<file path="config.mk">
export PLATFORM = sky130hd
export DESIGN_NAME = spill_haz_flag
export DESIGN_NICKNAME = d
export VERILOG_FILES = /design/src/rtl/spill_haz_pkg.sv /design/src/rtl/spill_haz_flag.sv
export SDC_FILE = /design/constraint.sdc
export NUM_CORES = 1
export LEC_CHECK = 0
export BUFFER_PORTS_ARGS = -buffer_cell sky130_fd_sc_hd__buf_2
export CORE_AREA = 2 2 39 41
export CTS_CLUSTER_SIZE = 8
export DETAILED_ROUTE_END_ITERATION = 16
export DIE_AREA = 0 0 41 43
export PLACE_DENSITY = 0.3
export SLEW_MARGIN = 20
export SYNTH_ARGS = -nofsm -noshare
export SYNTH_HDL_FRONTEND = slang
export SYNTH_SLANG_ARGS = --single-unit
</file>
<file path="constraint.sdc">
create_clock -name clk -period 1.4 [get_ports clk]
set_clock_uncertainty 0.2 [all_clocks]
set_input_delay 0 -clock clk [delete_from_list [all_inputs] [get_ports clk]]
set_output_delay 0 -clock clk [all_outputs]
set_load 0.02 [all_outputs]
</file>
<file path="src/rtl/spill_haz_pkg.sv">
// Shared types of the spill hazard checker: operation classes and violation kinds.
package spill_haz_pkg;
    typedef enum logic [2:0] {
        OP_OTHER    = 3'd0,
        OP_FILL     = 3'd1,
        OP_SPILL    = 3'd2,
        OP_MOVE_IN  = 3'd3,
        OP_MOVE_OUT = 3'd4
    } op_class_e;

    typedef enum logic [1:0] {
        KIND_NONE = 2'b00,
        KIND_RAW  = 2'b01,
        KIND_WAW  = 2'b10
    } viol_kind_e;

    typedef struct packed {
        logic rd_bit;
        logic wr_bit;
        logic rd_all;
        logic wr_all;
    } access_t;
endpackage

</file>
<file path="src/rtl/spill_haz_flag.sv">
// Turns access intents and mask hits into a hazard kind, and latches the first
// hazard of the group until a clear. Assumes at most one access per cycle.
module spill_haz_flag
    import spill_haz_pkg::*;
(
    input  logic       clk,
    input  logic       rst_n,
    input  logic       clr,
    input  access_t    acc,
    input  logic       bit_hit,
    input  logic       any_hit,
    output logic       viol,
    output logic [1:0] viol_kind
);
    logic raw_now, waw_now;
    viol_kind_e kind_now;

    // Purpose: classify this cycle's access against what the group already wrote.
    always_comb begin
        raw_now  = (acc.rd_bit & bit_hit) | (acc.rd_all & any_hit);
        waw_now  = (acc.wr_bit & bit_hit) | (acc.wr_all & any_hit);
        kind_now = raw_now ? KIND_RAW : (waw_now ? KIND_WAW : KIND_NONE);
    end

    // Purpose: hold the first hazard of the group, and drop it at group end.
    always_ff @(posedge clk) begin
        if (!rst_n || clr) begin
            viol      <= 1'b0;
            viol_kind <= KIND_NONE;
        end else if (!viol && (kind_now != KIND_NONE)) begin
            viol      <= 1'b1;
            viol_kind <= kind_now;
        end
    end
endmodule

</file>
==> out/results.tsv <==
metric	value	unit
status	complete, no violations	
residual DRC count	0	
die width	41	um
Unique masters post-synth	10	
slowest stage cell, crit path	dlygate4sd3_1	
CTS clk-pin slew, worst paths	0.04	ns
ys async rst share	0	%
most frequent cell after synthesis	dfxtp_1	
share of cells above drive strength 1	38.9	%
# rows	14	
crit-path cells	dlygate4sd3_1 -> buf_2 -> a22oi_1 -> o21bai_1 -> and3b_1	
filler instances	152	
pwr/cell area	978	mW/mm^2
post-synthesis register bit count	3	
min-delay worst type	register to register	
Final Util	22.1	%
Initial DRC Count	1	
reg2reg setup slack	0.36	ns
syn_nets	22	
post-CTS setup buffers	0	
Syn Inst Count	13	
area of the multi-input gates	60.1	sq um
Via Count	183	
core area	0.00138	sq mm
vias per cell	3.52	
RSZ-0062 raised after global routing	no	
Worst Hold Margin	0.275	ns
Yosys top cell area share	48.5	%
Flop pwr share	31.3	%
Hold Crit Depth	2	
DR pass1 iterations	2	
top post-synthesis cells by area	dfxtp_1 48%, a22oi_1 12%, and3b_1 7.1%	
Buffers on Ports	11	
largest net degree at the start of global routing	6	
CTS buffer count	3	
Starting Density	8.95	%
Final setup viols	0	
VDD IR-drop max	0.127	mV
first-pass GRT wire length	621	um
DP Cell Count	40	
Finished Layout Cells	52	
endpoint class of the critical path	register	
Max Cap Viol	0	
Tmin final	1.27	ns
max incr delay on CP	0.54	ns
Leak	0.145	nW
EDFF count, synth	0	
drt total wl	413	um
Routed wire per std cell	7.94	um
DIE HEIGHT	43	um
top post-synthesis cells by count	3 x dfxtp_1, 2 x a22oi_1	
hold path endpoint	viol_kind[0]	
PostCTS Resize Cnt	0	
Layout area overhead	146	%
total power	0.299	mW
capturing point of the worst reg2reg path	viol_kind[1]	
Slew @ Worst Pin	0.294	ns
Post-layout nets	46	
root buf cell	clkbuf_4	
Gate power share	17.6	%
Ant. Diodes	0	
Switching Share	23.1	%
ANT nets after route	0	
Reg area	60.1	sq um
clock network power share	51.1	%
setup tns final	0	ns
post-synthesis sequential area ratio	48.5	%
P_int	0.230	mW
CTS Sinks	3	
CTS tree	yes	
die area	0.00176	sq mm
critical path data arrival time	1.20	ns
max-slew violations	0	
worst-path maximum fanout	3	
startpoint types	primary input	
worst reg-to-reg path cell count	2	
routability congestion estimate from global placement	0.541	
worst endpoint required time	1.33	ns
Primary FF master, synth	dfxtp_1	
Post-CTS Hold Fix Bufs	8	
syn_area_per_cell	9.53	sq um
initial antenna violation count	0	
IO Count	12	
gr usage total	5.51	%
area leader, netlist	dfxtp_1	
final worst path period share	90.7	%
r2r startpoint	viol	
slew margin rel.	80.4	%
Fmax achieved	787	MHz
YS warnings	0	
Syn Std Cell Area	124	sq um
worst-skew pair later-pin latency	0.23	ns
total grt overflow	0	
maximum buffer depth of the clock tree	2	
H-tree depth	1	
hold_sp	viol_kind[0]	
final hold vios	0	
vias in the first global route	171	
Psw	0.0690	mW
kind of critical path	primary input to register	
## cells in the final DEF, fill, tap and decap left out
cell           count
inv_1              1
o21bai_1           1
a22oi_1            2
dfxtp_1            3
buf_2             11
o21ai_0            1
and3b_1            1
a31oi_1            1
a21oi_1            1
dlygate4sd3_1      8
clkbuf_1           1
clkbuf_4           3
or2_0              1
nand2b_1           1
## how the worst max path moves through the flow
stage,startpoint,to,slack [ns],cells past startpoint
CTS,bit_hit,viol_kind[1],0.14,5
finish,bit_hit,viol_kind[1],0.13,5
detailed placement,viol,viol_kind[1],0.36,2
floorplan,viol,viol_kind[1],0.31,2
global placement,viol,viol_kind[1],0.39,2
global route,bit_hit,viol_kind[1],0.009,5
## state kept, by name (all words and copies together) (netlist names)
name       count
viol_kind      2
viol           1
## worst max-delay path: cells and delay by family
kind / cells / cell delay, ns
AND/OR/NAND/NOR: 1 / 0.17
buffers and inverters: 2 / 0.67
AO/OA/AOI/OAI: 2 / 0.36
## area by class of cell
type | count | share of cell area [%]
clock buffers | 4 | 8.61
inverters | 1 | 1.23
multi-input cells | 9 | 19.7
flip-flops and latches | 3 | 19.7
well taps | 16 | 6.56
repair buffers | 19 | 44.3
## layer usage
layer | global-route usage [%] | wire, um | vias up
met3 | 1.57 | 23 | 0
met4 | 6.00 | 0 | 0
met2 | 8.13 | 217 | 6
met1 | 5.41 | 172 | 83
met5 | 0 | 0 | -
li1 | - | - | 94
## kinds of logic (layout without fill, tap and decap cells)
group / count (synthesis) / count (layout) / share of synthesized area, %
and+or+nand+nor: 3 / 3 / 17.2
AOI/OAI and AO/OA: 6 / 6 / 31.3
DFF: 3 / 3 / 48.5
buffers and inverters: 1 / 24 / 3.03
## metrics by stage
stage / setup WS (ns) / cell area, sq um
CTS: 0.136 / 305
global placement: 0.388 / 199
detailed placement: 0.358 / 199
floorplan: 0.309 / 124
finish: 0.130 / 305
global route: 0.00869 / 305
## power by group through the flow
stage          combinational, mW  clock, mW  sequential [mW]
6_report                  0.0527      0.153           0.0935
5_1_grt                   0.0585      0.163           0.0942
4_1_cts                   0.0530      0.160           0.0934
3_5_place_dp              0.0359          0           0.0947
3_3_place_gp              0.0353          0           0.0945
2_1_floorplan             0.0123          0           0.0999
Power figures use the tool's default switching activity.
